`config.mk`:
```
export PLATFORM = sky130hd
export DESIGN_NAME = kiss_rx_decoder
export DESIGN_NICKNAME = d
export VERILOG_FILES = /design/src/rtl/kiss_pkg.sv /design/src/rtl/kiss_unescape.sv /design/src/rtl/kiss_crc16.sv /design/src/rtl/kiss_frame_ctl.sv /design/src/rtl/kiss_rx_decoder.sv
export SDC_FILE = /design/constraint.sdc
export NUM_CORES = 1
export LEC_CHECK = 0
export BUFFER_PORTS_ARGS = -buffer_cell sky130_fd_sc_hd__clkbuf_2
export CORE_MARGIN = 2
export CORE_UTILIZATION = 60
export DETAILED_ROUTE_END_ITERATION = 10
export GPL_TIMING_DRIVEN = 1
export PLACE_DENSITY_LB_ADDON = 0.1
export SYNTH_ARGS = -nofsm -noshare
export SYNTH_HDL_FRONTEND = slang
export SYNTH_HIERARCHICAL = 1
export SYNTH_SLANG_ARGS = --single-unit
export TNS_END_PERCENT = 10
```
`constraint.sdc`:
```
create_clock -name clk -period 2.55 [get_ports clk]
set_clock_uncertainty 0.1 [all_clocks]
set_input_delay 0.765 -clock clk [delete_from_list [all_inputs] [get_ports clk]]
set_output_delay 0.765 -clock clk [all_outputs]
set_load 0.02 [all_outputs]
```
`src/rtl/kiss_pkg.sv`:
```
package kiss_pkg;

    localparam logic [7:0] K_DELIM     = 8'hC0;
    localparam logic [7:0] K_ESC       = 8'hDB;
    localparam logic [7:0] K_ESC_DELIM = 8'hDC;
    localparam logic [7:0] K_ESC_ESC   = 8'hDD;
    localparam logic [7:0] CTRL_EXIT   = 8'hFF;
    localparam logic [7:0] CTRL_CRC    = 8'h80;

    typedef enum logic [1:0] {
        US_HUNT,
        US_BODY,
        US_ESC
    } unesc_state_e;

    typedef enum logic [2:0] {
        FK_NONE,
        FK_DATA,
        FK_CRC,
        FK_EXIT,
        FK_PARAM
    } frame_kind_e;

    // One byte of a reflected CRC, LSB first.
    function automatic logic [15:0] crc_step(input logic [15:0] c,
                                             input logic [7:0]  b,
                                             input logic [15:0] poly);
        logic [15:0] r;
        r = c ^ {8'h00, b};
        for (int i = 0; i < 8; i++) begin
            r = r[0] ? ((r >> 1) ^ poly) : (r >> 1);
        end
        return r;
    endfunction

endpackage

```
`src/rtl/kiss_unescape.sv`:
```
module kiss_unescape
    import kiss_pkg::*;
#(
    parameter int MAX_LEN = 360
) (
    input  logic       clk,
    input  logic       rst_n,
    input  logic       in_valid,
    input  logic [7:0] in_byte,
    output logic       tok_valid,
    output logic [7:0] tok_byte,
    output logic       tok_eof,
    output logic       tok_err
);
    localparam int CNT_W = $clog2(MAX_LEN + 1);

    typedef struct packed {
        unesc_state_e     st;
        logic [CNT_W-1:0] cnt;
        logic             tv;
        logic [7:0]       tb;
        logic             eof;
        logic             err;
    } unesc_t;

    unesc_t state_d, state_q;

    always_comb begin
        logic       got;
        logic [7:0] dec;
        state_d     = state_q;
        state_d.tv  = 1'b0;
        state_d.eof = 1'b0;
        state_d.err = 1'b0;
        got         = 1'b0;
        dec         = in_byte;
        if (in_valid) begin
            unique case (state_q.st)
                US_HUNT: begin
                    if (in_byte == K_DELIM) begin
                        state_d.st  = US_BODY;
                        state_d.cnt = '0;
                    end
                end
                US_BODY: begin
                    if (in_byte == K_DELIM) begin
                        state_d.eof = (state_q.cnt != '0);
                        state_d.cnt = '0;
                    end else if (in_byte == K_ESC) begin
                        state_d.st = US_ESC;
                    end else begin
                        got = 1'b1;
                    end
                end
                US_ESC: begin
                    if (in_byte == K_ESC_DELIM) begin
                        got        = 1'b1;
                        dec        = K_DELIM;
                        state_d.st = US_BODY;
                    end else if (in_byte == K_ESC_ESC) begin
                        got        = 1'b1;
                        dec        = K_ESC;
                        state_d.st = US_BODY;
                    end else if (in_byte == K_DELIM) begin
                        state_d.err = 1'b1;
                        state_d.st  = US_BODY;
                        state_d.cnt = '0;
                    end else begin
                        state_d.err = 1'b1;
                        state_d.st  = US_HUNT;
                    end
                end
                default: state_d.st = US_HUNT;
            endcase
        end
        if (got) begin
            if (state_q.cnt == CNT_W'(MAX_LEN)) begin
                state_d.err = 1'b1;
                state_d.st  = US_HUNT;
            end else begin
                state_d.tv  = 1'b1;
                state_d.tb  = dec;
                state_d.cnt = state_q.cnt + CNT_W'(1);
            end
        end
    end

    always_ff @(posedge clk or negedge rst_n) begin
        if (!rst_n) begin
            state_q     <= '0;
            state_q.st  <= US_HUNT;
        end else begin
            state_q <= state_d;
        end
    end

    assign tok_valid = state_q.tv;
    assign tok_byte  = state_q.tb;
    assign tok_eof   = state_q.eof;
    assign tok_err   = state_q.err;

endmodule

```
`src/rtl/kiss_crc16.sv`:
```
module kiss_crc16
    import kiss_pkg::*;
#(
    parameter logic [15:0] POLY = 16'h8408
) (
    input  logic        clk,
    input  logic        rst_n,
    input  logic        clear,
    input  logic        en,
    input  logic [7:0]  din,
    output logic [15:0] crc
);
    logic [15:0] crc_d, crc_q;

    always_comb begin
        crc_d = crc_q;
        if (clear) begin
            crc_d = '0;
        end else if (en) begin
            crc_d = crc_step(crc_q, din, POLY);
        end
    end

    always_ff @(posedge clk or negedge rst_n) begin
        if (!rst_n) crc_q <= '0;
        else        crc_q <= crc_d;
    end

    assign crc = crc_q;

endmodule

```
`src/rtl/kiss_frame_ctl.sv`:
```
module kiss_frame_ctl
    import kiss_pkg::*;
(
    input  logic        clk,
    input  logic        rst_n,
    input  logic        tok_valid,
    input  logic [7:0]  tok_byte,
    input  logic        tok_eof,
    input  logic        tok_err,
    input  logic [15:0] crc_val,
    output logic        out_valid,
    output logic [7:0]  out_data,
    output logic        out_last,
    output logic        out_good,
    output logic [3:0]  out_port,
    output logic        exit_pulse,
    output logic        cmd_valid,
    output logic [3:0]  cmd_port,
    output logic [3:0]  cmd_code,
    output logic [7:0]  cmd_arg,
    output logic        err_pulse
);
    localparam int HOLD_N = 3;

    typedef struct packed {
        frame_kind_e            kind;
        logic [3:0]             port;
        logic [3:0]             code;
        logic [7:0]             arg;
        logic                   arg_seen;
        logic [1:0]             nb;
        logic [HOLD_N-1:0][7:0] hold;
        logic                   ov;
        logic [7:0]             od;
        logic                   ol;
        logic                   og;
        logic [3:0]             op;
        logic                   ex;
        logic                   cv;
        logic [3:0]             cp;
        logic [3:0]             cc;
        logic [7:0]             ca;
        logic                   er;
    } fctl_t;

    fctl_t state_d, state_q;

    always_comb begin
        logic [1:0] dep;
        state_d    = state_q;
        state_d.ov = 1'b0;
        state_d.ol = 1'b0;
        state_d.og = 1'b0;
        state_d.ex = 1'b0;
        state_d.cv = 1'b0;
        state_d.er = 1'b0;
        dep = (state_q.kind == FK_CRC) ? 2'd3 : 2'd1;

        if (tok_err) begin
            state_d.er       = 1'b1;
            state_d.kind     = FK_NONE;
            state_d.nb       = '0;
            state_d.arg_seen = 1'b0;
        end else if (tok_valid) begin
            unique case (state_q.kind)
                FK_NONE: begin
                    state_d.port = tok_byte[7:4];
                    state_d.code = tok_byte[3:0];
                    state_d.arg  = '0;
                    state_d.nb   = '0;
                    if (tok_byte == CTRL_EXIT) begin
                        state_d.kind = FK_EXIT;
                    end else if (tok_byte == CTRL_CRC) begin
                        state_d.kind = FK_CRC;
                        state_d.port = '0;
                    end else if (tok_byte[3:0] == 4'h0) begin
                        state_d.kind = FK_DATA;
                    end else begin
                        state_d.kind     = FK_PARAM;
                        state_d.arg_seen = 1'b0;
                    end
                end
                FK_DATA, FK_CRC: begin
                    if (state_q.nb == dep) begin
                        state_d.ov = 1'b1;
                        state_d.od = state_q.hold[0];
                        state_d.op = state_q.port;
                        for (int i = 0; i < HOLD_N - 1; i++) begin
                            state_d.hold[i] = state_q.hold[i+1];
                        end
                        state_d.hold[dep - 2'd1] = tok_byte;
                    end else begin
                        state_d.hold[state_q.nb] = tok_byte;
                        state_d.nb               = state_q.nb + 2'd1;
                    end
                end
                FK_PARAM: begin
                    if (!state_q.arg_seen) begin
                        state_d.arg      = tok_byte;
                        state_d.arg_seen = 1'b1;
                    end
                end
                default: ;
            endcase
        end else if (tok_eof) begin
            unique case (state_q.kind)
                FK_DATA, FK_CRC: begin
                    if (state_q.nb == dep) begin
                        state_d.ov = 1'b1;
                        state_d.od = state_q.hold[0];
                        state_d.ol = 1'b1;
                        state_d.op = state_q.port;
                        state_d.og = (state_q.kind == FK_DATA) || (crc_val == '0);
                    end else begin
                        state_d.er = 1'b1;
                    end
                end
                FK_EXIT:  state_d.ex = 1'b1;
                FK_PARAM: begin
                    state_d.cv = 1'b1;
                    state_d.cp = state_q.port;
                    state_d.cc = state_q.code;
                    state_d.ca = state_q.arg;
                end
                default: ;
            endcase
            state_d.kind     = FK_NONE;
            state_d.nb       = '0;
            state_d.arg_seen = 1'b0;
        end
    end

    always_ff @(posedge clk or negedge rst_n) begin
        if (!rst_n) begin
            state_q      <= '0;
            state_q.kind <= FK_NONE;
        end else begin
            state_q <= state_d;
        end
    end

    assign out_valid  = state_q.ov;
    assign out_data   = state_q.od;
    assign out_last   = state_q.ol;
    assign out_good   = state_q.og;
    assign out_port   = state_q.op;
    assign exit_pulse = state_q.ex;
    assign cmd_valid  = state_q.cv;
    assign cmd_port   = state_q.cp;
    assign cmd_code   = state_q.cc;
    assign cmd_arg    = state_q.ca;
    assign err_pulse  = state_q.er;

endmodule

```
`src/rtl/kiss_rx_decoder.sv`:
```
module kiss_rx_decoder
    import kiss_pkg::*;
#(
    parameter int          MAX_LEN  = 360,
    parameter logic [15:0] CRC_POLY = 16'h8408
) (
    input  logic       clk,
    input  logic       rst_n,
    input  logic       in_valid,
    input  logic [7:0] in_byte,
    output logic       out_valid,
    output logic [7:0] out_data,
    output logic       out_last,
    output logic       out_good,
    output logic [3:0] out_port,
    output logic       exit_pulse,
    output logic       cmd_valid,
    output logic [3:0] cmd_port,
    output logic [3:0] cmd_code,
    output logic [7:0] cmd_arg,
    output logic       err_pulse
);
    logic        tok_valid;
    logic [7:0]  tok_byte;
    logic        tok_eof;
    logic        tok_err;
    logic [15:0] crc_val;

    kiss_unescape #(.MAX_LEN(MAX_LEN)) u_unesc (
        .clk       (clk),
        .rst_n     (rst_n),
        .in_valid  (in_valid),
        .in_byte   (in_byte),
        .tok_valid (tok_valid),
        .tok_byte  (tok_byte),
        .tok_eof   (tok_eof),
        .tok_err   (tok_err)
    );

    kiss_crc16 #(.POLY(CRC_POLY)) u_crc (
        .clk   (clk),
        .rst_n (rst_n),
        .clear (tok_eof | tok_err),
        .en    (tok_valid),
        .din   (tok_byte),
        .crc   (crc_val)
    );

    kiss_frame_ctl u_ctl (
        .clk        (clk),
        .rst_n      (rst_n),
        .tok_valid  (tok_valid),
        .tok_byte   (tok_byte),
        .tok_eof    (tok_eof),
        .tok_err    (tok_err),
        .crc_val    (crc_val),
        .out_valid  (out_valid),
        .out_data   (out_data),
        .out_last   (out_last),
        .out_good   (out_good),
        .out_port   (out_port),
        .exit_pulse (exit_pulse),
        .cmd_valid  (cmd_valid),
        .cmd_port   (cmd_port),
        .cmd_code   (cmd_code),
        .cmd_arg    (cmd_arg),
        .err_pulse  (err_pulse)
    );

endmodule

```
==> results.json <==
{
  "dp.cells": 685,
  "cpPeakStageDelay_ns": 0.48,
  "ys.flop_type": "dfrtp_1",
  "areaGrowthSynthToFinish_pct": 12.68,
  "rsz0062_at_grt": "no",
  "hold_buffers": 1,
  "viasPerCell": 5.861,
  "nets": 589,
  "dr.pass1.iters": 4,
  "synth-simple-area-share": 0.1286,
  "drv_slew": 0,
  "start_util": 0.6116,
  "required_ns": 2.84,
  "critPathLaunchType": "flop",
  "arrival_ns": 2.49,
  "maxCapViolCount": 0,
  "ys_types": 82,
  "yosysSeqAreaShare": 0.4719,
  "slew_headroom": 0.5692,
  "tightest_slew_ns": 0.6462,
  "tritoncts": "built",
  "ys_warn_count": 6,
  "synth_fa_ha_area_frac": 0.01800,
  "drtIter0Drc": 167,
  "worstSetupPathType": "flop to flop",
  "grt_pass1_vias": 4232,
  "crit_start": "u_unesc/state_q[11]$_DFF_PN0_",
  "antenna_found_initial": 0,
  "grt_pass1_wl_um": 21080,
  "synth_top_family_by_area": "simple AND/OR/NAND/NOR gates",
  "root_buffer": "clkbuf_8",
  "swShare": 0.2178,
  "grt_usage": 0.2401,
  "ioPinCount": 45,
  "drive_gt1_frac": 0.2904,
  "crit_cells": 7,
  "syn-cell-area_um2": 6257,
  "core_um2": 10230,
  "r2r_start": "u_unesc/state_q[11]$_DFF_PN0_",
  "ant_nets": 0,
  "synth_mux_area_frac": 0.09998,
  "worstPathMaxFanout": 8,
  "dpl.hpwl_um": 8649,
  "hp-class": "flop to flop",
  "power.internal_mw": 3.705,
  "synth_common_cells": "dfrtp_1 (118), nand2_1 (42), buf_4 (41), mux2_2 (40), o21ai_0 (30)",
  "layoutNonFillerInstCount": 718,
  "finalSetupViolations": 0,
  "crit_path_end_kind": "flop",
  "clock_sinks": 118,
  "synth_cells": 546,
  "max_freq_ghz": 0.4528,
  "rows": 37,
  "powerDensity_nw_per_um2": 671.8,
  "place_congestion": 0.8590,
  "htreeDepth": 4,
  "synth_top_area_share": 0.4719,
  "syn_nets": 566,
  "r2r_cells": 7,
  "path_buf_inv": 2,
  "leakagePower_nw": 3.376,
  "gr-total-overflow": 0,
  "fillCellCount": 761,
  "r2r_setup_slack_ns": 0.34,
  "cpMaxStageDelayCell": "or4b_4",
  "async_flop_share": 1.000,
  "p_comb_frac": 0.039,
  "min_period_ns": 2.208,
  "cp_top_family": "simple AND/OR/NAND/NOR gates",
  "grt_max_degree": 42,
  "hold_viol": 0,
  "drc_errors": 0,
  "cts.repair.resized": 0,
  "total_power_mw": 4.737,
  "vias": 4208,
  "clkPwrFrac": 0.548,
  "dpl_cell_area_um2": 6389,
  "p_switching_mw": 1.032,
  "path_cells": "inv_1 > ha_1 > or4b_4 > o2111a_2 > nand3_4 > inv_4 > mux2_4",
  "finalCritPeriodShare": 0.8660,
  "pre_cts_ws_ns": 0.2128,
  "syn_avg_cell_area_um2": 11.46,
  "ys_seq_elements": 118,
  "wl_um": 12560,
  "clk_pin_slew_ns": 0.06,
  "outcome": "completed",
  "setup_ws_ns": 0.3417,
  "synth_xor_area_frac": 0.07339,
  "diodes": 0,
  "synth_area_leaders": "dfrtp_1 (47%), mux2_2 (7.2%), buf_4 (4.9%)",
  "seqPwrFrac": 0.413,
  "totalNegativeSetupSlack_ns": 0,
  "synth_enable_flop_cells": 0,
  "final_util": 0.6891,
  "wl_per_cell_um": 17.50,
  "die_height_um": 106.1,
  "peakVddDrop_v": 0.0004341,
  "synth_most_common_cell": "dfrtp_1",
  "die_width_um": 106.1,
  "postCtsSetupRepairBufs": 0,
  "cts_buffers": 17,
  "clk_latency_ns": 0.51,
  "hold_ws_ns": 0.3799,
  "endpoint": "u_unesc/tok_byte[1]$_DFFE_PN0P_",
  "clockBufferDepth": 2,
  "portBuffers": 44,
  "stdcell_area_um2": 7051,
  "synth_compound_area_frac": 0.1280,
  "r2r_end": "u_unesc/tok_byte[1]$_DFFE_PN0P_",
  "yosys.area.top_type": "dfrtp_1",
  "dieArea_um2": 11260
}
[layout make-up]
class                   instances  area (um2)  area share
clock buffers                  18       427.9     0.06069
repair buffers                 61       365.4     0.05182
multi-input cells             343        2803      0.3975
inverters                      28       107.6     0.01526
clock inverters                14       224.0     0.03177
flip-flops and latches        118        2953      0.4188
well taps                     136       170.2     0.02413
[power by group through the flow]
stage / Sequential [mW] / Clock, mW / Combinational, mW
finish: 1.96 / 2.60 / 0.184
detailed placement: 1.99 / 0 / 0.186
global placement: 1.99 / 0 / 0.181
floorplan: 1.97 / 0 / 0.107
CTS: 1.95 / 2.64 / 0.188
global route: 1.96 / 2.74 / 0.209
[worst min-delay path by stage]
stage,startpoint,to,slack [ns],depth (start not counted)
floorplan,u_ctl/state_q[61]$_DFFE_PN0P_,u_ctl/state_q[61]$_DFFE_PN0P_,0.35,2
global placement,u_ctl/state_q[70]$_DFFE_PN0P_,u_ctl/state_q[70]$_DFFE_PN0P_,0.36,2
detailed placement,u_ctl/state_q[71]$_DFFE_PN0P_,u_ctl/state_q[71]$_DFFE_PN0P_,0.37,2
CTS,u_ctl/state_q[71]$_DFFE_PN0P_,u_ctl/state_q[71]$_DFFE_PN0P_,0.38,2
global route,in_byte[5],u_unesc/tok_byte[5]$_DFFE_PN0P_,0.40,2
finish,u_ctl/state_q[71]$_DFFE_PN0P_,u_ctl/state_q[71]$_DFFE_PN0P_,0.38,2
[cells in the final DEF (no fill, tap or decap), types with 3 or more instances in the layout]
cell type / count
mux2i_1: 4
buf_4: 16
a211oi_1: 5
nor2_1: 22
xnor2_2: 4
xor3_1: 4
nor4_1: 9
mux2_2: 40
o221ai_1: 5
nor3_1: 7
mux2_4: 9
inv_1: 27
clkinv_4: 5
nor2b_1: 3
dfrtp_1: 118
o22ai_1: 16
nand2b_1: 7
a2bb2oi_1: 8
clkbuf_16: 16
xnor3_1: 7
or2b_1: 4
o21ai_0: 30
a21oi_1: 4
a211oi_2: 3
bufinv_16: 5
nand2_1: 42
nand3_1: 18
clkbuf_2: 43
nand4_1: 10
xnor2_1: 11
a22o_1: 6
ha_1: 9
[flip-flops by register name, summed over array words and instances (netlist names), 4 cells and up]
name / cells
u_ctl/cmd_arg: 8
u_unesc/state_q: 11
u_ctl/out_port: 4
u_ctl/cmd_code: 4
u_crc/crc: 16
u_ctl/out_data: 8
u_ctl/cmd_port: 4
u_unesc/tok_byte: 8
u_ctl/state_q: 46
[layer usage]
| layer | up-vias | wire [um] | track usage |
|---|---|---|---|
| met5 | - | 0 | 0 |
| met4 | 0 | 51 | 0.07989 |
| met3 | 2 | 431 | 0.04966 |
| met2 | 93 | 6381 | 0.3938 |
| met1 | 2110 | 5699 | 0.3203 |
| li1 | 2003 | - | - |
[tightest hold or removal path, delay by kind of cell (launching register included)]
kind,cells,cell delay [ns]
AOI/OAI and AO/OA,1,0.06
DFF,1,0.34
and+or+nand+nor,1,0.04
[cell families (layout without fill, tap and decap cells)]
family / Yosys count / count (layout)
AND/OR/NAND/NOR: 144 / 144
flip-flops: 118 / 118
AO/OA/AOI/OAI: 108 / 108
buffers and inverters: 85 / 121
multiplexers: 53 / 53
XOR/XNOR: 29 / 29
adder cells (fa/ha/maj): 9 / 9
No activity file was read; power rests on OpenSTA's default activity.
